==> config.mk <==
export PLATFORM = sky130hd
export DESIGN_NAME = fpas_top
export DESIGN_NICKNAME = d
export VERILOG_FILES = /design/src/rtl/fpas_pkg.sv /design/src/rtl/fpas_expcmp.sv /design/src/rtl/fpas_magadd.sv /design/src/rtl/fpas_top.sv
export SDC_FILE = /design/constraint.sdc
export NUM_CORES = 1
export LEC_CHECK = 0
export ABC_CLOCK_PERIOD_IN_PS = 4250
export BUFFER_PORTS_ARGS = -buffer_cell sky130_fd_sc_hd__buf_2
export CAP_MARGIN = 20
export CORE_ASPECT_RATIO = 2
export CORE_MARGIN = 4
export CORE_UTILIZATION = 30
export DETAILED_ROUTE_END_ITERATION = 12
export GPL_TIMING_DRIVEN = 0
export PLACE_DENSITY = 0.47
export SLEW_MARGIN = 15
export SYNTH_ARGS = -nofsm -noshare
export SYNTH_HDL_FRONTEND = slang
export SYNTH_SLANG_ARGS = --single-unit
==> constraint.sdc <==
create_clock -name clk -period 4.25 [get_ports clk]
set_input_delay 0.2125 -clock clk [delete_from_list [all_inputs] [get_ports clk]]
set_output_delay 0.2125 -clock clk [all_outputs]
set_load 0.02 [all_outputs]
==> src/rtl/fpas_pkg.sv <==
package fpas_pkg;
  typedef enum logic [2:0] {
    ST_IDLE,
    ST_ALIGN,
    ST_ADD,
    ST_NORM,
    ST_FIN
  } fpas_state_t;
endpackage

==> src/rtl/fpas_expcmp.sv <==
module fpas_expcmp #(
  parameter int EW = 6
) (
  input  logic [EW-1:0] x,
  input  logic [EW-1:0] y,
  output logic          gt,
  output logic          lt,
  output logic          eq
);
  // unsigned compare: biased exponents carry no sign
  always_comb begin
    gt = (x > y);
    lt = (x < y);
    eq = (x == y);
  end
endmodule

==> src/rtl/fpas_magadd.sv <==
module fpas_magadd #(
  parameter int MW = 8
) (
  input  logic          s_x,
  input  logic [MW-1:0] m_x,
  input  logic          s_y,
  input  logic [MW-1:0] m_y,
  output logic [MW-1:0] sum,
  output logic          carry,
  output logic          sgn
);
  logic [MW:0] wide;

  always_comb begin
    wide  = '0;
    carry = 1'b0;
    sgn   = s_x;
    if (s_x == s_y) begin
      wide  = {1'b0, m_x} + {1'b0, m_y};
      carry = wide[MW];
    end else if (m_x >= m_y) begin
      wide = {1'b0, m_x - m_y};
    end else begin
      wide = {1'b0, m_y - m_x};
      sgn  = s_y;
    end
    sum = wide[MW-1:0];
  end
endmodule

==> src/rtl/fpas_top.sv <==
module fpas_top #(
  parameter int MW = 8,
  parameter int EW = 6
) (
  input  logic          clk,
  input  logic          rst_n,
  input  logic          start,
  output logic          ready,
  input  logic          op_sub,
  input  logic          a_sign,
  input  logic [MW-1:0] a_mant,
  input  logic [EW-1:0] a_exp,
  input  logic          b_sign,
  input  logic [MW-1:0] b_mant,
  input  logic [EW-1:0] b_exp,
  output logic          done,
  output logic          res_sign,
  output logic [MW-1:0] res_mant,
  output logic [EW-1:0] res_exp
);
  import fpas_pkg::*;

  localparam logic [EW-1:0] EXP_ONE = EW'(1);

  fpas_state_t   st;
  logic          xa_s, xb_s, w_s;
  logic [MW-1:0] xa_m, xb_m, w_m;
  logic [EW-1:0] xa_e, xb_e, w_e;
  logic          cmp_gt, cmp_lt, cmp_eq;
  logic [MW-1:0] add_sum;
  logic          add_c, add_s;

  fpas_expcmp #(.EW(EW)) u_cmp (
    .x (xa_e), .y (xb_e),
    .gt(cmp_gt), .lt(cmp_lt), .eq(cmp_eq)
  );

  fpas_magadd #(.MW(MW)) u_add (
    .s_x(xa_s), .m_x(xa_m), .s_y(xb_s), .m_y(xb_m),
    .sum(add_sum), .carry(add_c), .sgn(add_s)
  );

  assign ready = (st == ST_IDLE);
  assign done  = (st == ST_FIN);

  always_ff @(posedge clk or negedge rst_n) begin
    if (!rst_n) begin
      st       <= ST_IDLE;
      xa_s     <= 1'b0; xa_m <= '0; xa_e <= '0;
      xb_s     <= 1'b0; xb_m <= '0; xb_e <= '0;
      w_s      <= 1'b0; w_m  <= '0; w_e  <= '0;
      res_sign <= 1'b0; res_mant <= '0; res_exp <= '0;
    end else begin
      unique case (st)
        ST_IDLE: if (start) begin
          xa_s <= a_sign;          xa_m <= a_mant; xa_e <= a_exp;
          xb_s <= b_sign ^ op_sub; xb_m <= b_mant; xb_e <= b_exp;
          if (b_mant == '0) begin
            st <= ST_FIN;
            if (a_mant == '0) begin
              res_sign <= 1'b0; res_mant <= '0; res_exp <= '0;
            end else begin
              res_sign <= a_sign; res_mant <= a_mant; res_exp <= a_exp;
            end
          end else if (a_mant == '0) begin
            st       <= ST_FIN;
            res_sign <= b_sign ^ op_sub;
            res_mant <= b_mant;
            res_exp  <= b_exp;
          end else begin
            st <= ST_ALIGN;
          end
        end
        ST_ALIGN: begin
          if (cmp_gt) begin
            xb_m <= xb_m >> 1;
            xb_e <= xb_e + EXP_ONE;
          end else if (cmp_lt) begin
            xa_m <= xa_m >> 1;
            xa_e <= xa_e + EXP_ONE;
          end else if (cmp_eq) begin
            st <= ST_ADD;
          end
        end
        ST_ADD: begin
          if (add_c) begin
            res_sign <= add_s;
            res_mant <= {1'b1, add_sum[MW-1:1]};
            res_exp  <= xa_e + EXP_ONE;
            st       <= ST_FIN;
          end else if (add_sum == '0) begin
            res_sign <= 1'b0; res_mant <= '0; res_exp <= '0;
            st       <= ST_FIN;
          end else if (add_sum[MW-1]) begin
            res_sign <= add_s; res_mant <= add_sum; res_exp <= xa_e;
            st       <= ST_FIN;
          end else begin
            w_s <= add_s; w_m <= add_sum; w_e <= xa_e;
            st  <= ST_NORM;
          end
        end
        ST_NORM: begin
          if (w_m[MW-1]) begin
            res_sign <= w_s; res_mant <= w_m; res_exp <= w_e;
            st       <= ST_FIN;
          end else begin
            w_m <= w_m << 1;
            w_e <= w_e - EXP_ONE;
          end
        end
        ST_FIN:  st <= ST_IDLE;
        default: st <= ST_IDLE;
      endcase
    end
  end
endmodule

==> metrics.yaml <==
die:
  fp.dieW_um: 98.4
  initial_core_util: 0.308
  core_area_um2: 15900
  die_h_um: 189
  placementRows: 65
  ios: 51
  dieArea_um2: 18600
setup_path:
  end_kind: "flop"
  critPathArrivalTime_ps: 4340
  reg2regPathDepth: 13
  crit_buf_inv: 3
  cpMaxStageDelayCell: "dfrtp_1"
  path_max_fanout: 10
  reg2reg_setup_slack_ps: 140
  path_cells: "inv_1, fa_1, a211oi_4, o21a_2, o2bb2ai_1, o31ai_4, xor2_4, nand4_2, o211a_2, or2_1, buf_6, buf_6, mux2_4"
  cp.depth: 13
  critPathLaunchType: "flop"
  cp_top_family: "compound AO/OA/AOI/OAI gates"
  worstPathRequired_ps: 4480
  crit_path_frequent_cell: "buf_6"
  crit_type: "reg -> reg"
  cpPeakStageDelay_ps: 520
route:
  vias_per_cell: 5.62
  dr.pass1.iters: 5
  antenna_left: 0
  vias: 4791
  wire_per_inst_um: 21.8
  drc: 0
  wl_um: 18600
  drt_iter0_drc: 267
final_layout:
  fin_nets: 716
  syn_to_final_growth_pct: 19.8
  n_antenna_cell: 0
  final_common_cell: "dfrtp_1"
  layout-drive-gt1-share: 0.178
  final_cell_mix: "dfrtp_1 (63), nand2_1 (62), buf_2 (52)"
  utilization: 0.369
  fillerInstances: 1736
  final_cells: 853
logic_synthesis:
  syn_area_um2: 4910
  synth_seq_area_share: 0.321
  syn-num-nets: 648
  ys.flop_type: "dfrtp_1"
  async_reset_ff_frac: 1.00
  synth_warnings: 0
  synth_edf_count: 0
  syn-mean-instance-area_um2: 8.48
  synth_cell_type_count: 64
  ys_ff_latch: 63
  syn-instance-count: 579
global_route:
  grt_use_total: 0.203
  grt_max_degree: 56
  grt_pass1_vias: 4966
  grt_pass1_wl_um: 28500
  overflow: 0
  antenna_found_initial: 0
sta:
  post-route-min-period_ps: 4110
  fin_crit_sh: 0.967
  finalHoldViolations: 0
  hold_slack_ps: 129
  clock.fmax_ghz: 0.243
  drv_slew: 0
  tightest_slew_ps: 792
  finalSetupViolCount: 0
  finClkSkew_ps: 4.15
  max_slew_margin: 0.468
placement:
  placedCellCount: 831
  io_buffers: 50
  place_congestion: 0.907
  place_hpwl_um: 14800
clock_tree:
  cts_root_buf: "clkbuf_16"
  cts-buffers-inserted: 9
  clock_path_buffers: 2
  clock-sinks: 63
  clk_latency_ps: 350
  htreeDepth: 3
  clk_pin_slew_ps: 60
  tritoncts: "built"
hold_path:
  min_path_cells: 3
  hp-class: "in -> reg"
power_and_ir_drop:
  vdd_drop_max_v: 0.000310
  power_density_nw_per_um2: 1030
  p_leak_nw: 2.72
outcome:
  status: "complete, no violations"
flow_run:
  cap_violations: 0
[per-layer routing]
| layer | share of wire | global-route usage |
|---|---|---|
| met5 | 0 | 0 |
| met4 | 0.067 | 0.135 |
| met3 | 0.031 | 0.0240 |
| met2 | 0.56 | 0.388 |
| met1 | 0.35 | 0.197 |
[cell usage after synthesis (3+ instances only)]
library cell | count | area share
dfrtp_1 | 63 | 0.32
nand2_1 | 62 | 0.047
a21oi_1 | 45 | 0.046
nor2_1 | 44 | 0.034
inv_1 | 39 | 0.030
o21ai_0 | 39 | 0.040
ha_1 | 32 | 0.082
clkbuf_1 | 23 | 0.018
a211oi_1 | 16 | 0.024
o22ai_1 | 16 | 0.020
mux2i_1 | 14 | 0.029
nand3_1 | 14 | 0.014
a31oi_1 | 12 | 0.015
xnor2_1 | 11 | 0.020
mux2_2 | 10 | 0.023
a21o_1 | 9 | 0.014
and3_1 | 9 | 0.011
nor3_1 | 8 | 0.0082
a221oi_1 | 7 | 0.012
mux2_4 | 7 | 0.021
nor2b_1 | 7 | 0.0089
o211ai_1 | 7 | 0.011
or3_1 | 6 | 0.0076
o2bb2ai_1 | 5 | 0.0089
o31ai_1 | 5 | 0.0076
nand2b_1 | 4 | 0.0051
nor4_1 | 4 | 0.0051
o221ai_1 | 4 | 0.0071
a22oi_1 | 3 | 0.0046
buf_2 | 3 | 0.0031
buf_6 | 3 | 0.0069
fa_1 | 3 | 0.012
o211a_1 | 3 | 0.0061
or2_2 | 3 | 0.0038
[worst min-delay path, delay by kind of cell]
family          cells  cell delay [ps]
simple gates        1               40
compound gates      1               60
buf+inv             1              110
[flip-flops by register name, summed over array words and instances (netlist names)]
signal    cells
w_e           6
xb_m          8
w_m           8
xb_s          1
xa_m          8
xb_e          6
res_mant      8
st            3
res_sign      1
xa_e          6
w_s           1
xa_s          1
res_exp       6
[through the flow]
step	area [um^2]	setup TNS (ps)	power (mW)	worst slack (ps)
after floorplan	4910	0	3.70	640
after global placement	5410	-3630	4.86	-477
after detailed placement	5440	-4190	4.90	-471
after CTS	5830	0	5.90	61.8
after global routing	5880	-84.6	6.51	-17.3
final	5880	0	6.04	141
[kinds of logic after synthesis]
logic type	Yosys count	synth area share
compound gates	190	0.256
fa+ha+maj	35	0.0938
xor+xnor	14	0.0265
buf+inv	71	0.0607
flops	63	0.321
mux	31	0.0729
simple gates	175	0.169
[repair_timing]
| action | in CTS | in global routing |
|---|---|---|
| hold endpoints to repair | 63 | 0 |
| resized for setup | 4 | 6 |
| hold buffers | 1 | 0 |
| pin swaps | 1 | 3 |
| setup endpoints to repair | 29 | 24 |
| setup buffers | 1 | 4 |
[worst paths after layout]
check,startpoint,end
max,xb_m[1]$_DFFE_PN0P_,res_sign$_DFFE_PN0P_
max reg2reg,xb_m[1]$_DFFE_PN0P_,res_sign$_DFFE_PN0P_
min in group asynchronous,rst_n,res_mant[0]$_DFFE_PN0P_
min reg2reg,res_exp[3]$_DFFE_PN0P_,res_exp[3]$_DFFE_PN0P_
min,a_exp[0],xa_e[0]$_DFFE_PN0P_
max in group asynchronous,rst_n,xb_m[1]$_DFFE_PN0P_
[power breakdown]
group          switching (mW)  leakage (nW)  internal (mW)
Clock                   0.295         0.170          0.574
Combinational            2.46          1.78           1.52
Sequential              0.322         0.774          0.872
[final cells by class]
cell class,count,area (um^2),share of cell area
tap,201,251,0.0428
sequential,63,1580,0.268
buffer,32,153,0.0260
multi-input combinational,445,3080,0.523
inverter,39,146,0.0249
clock inverter,7,121,0.0206
clock buffer,9,225,0.0383
timing repair buffer,57,328,0.0558
No activity file was read; power rests on OpenSTA's default activity.
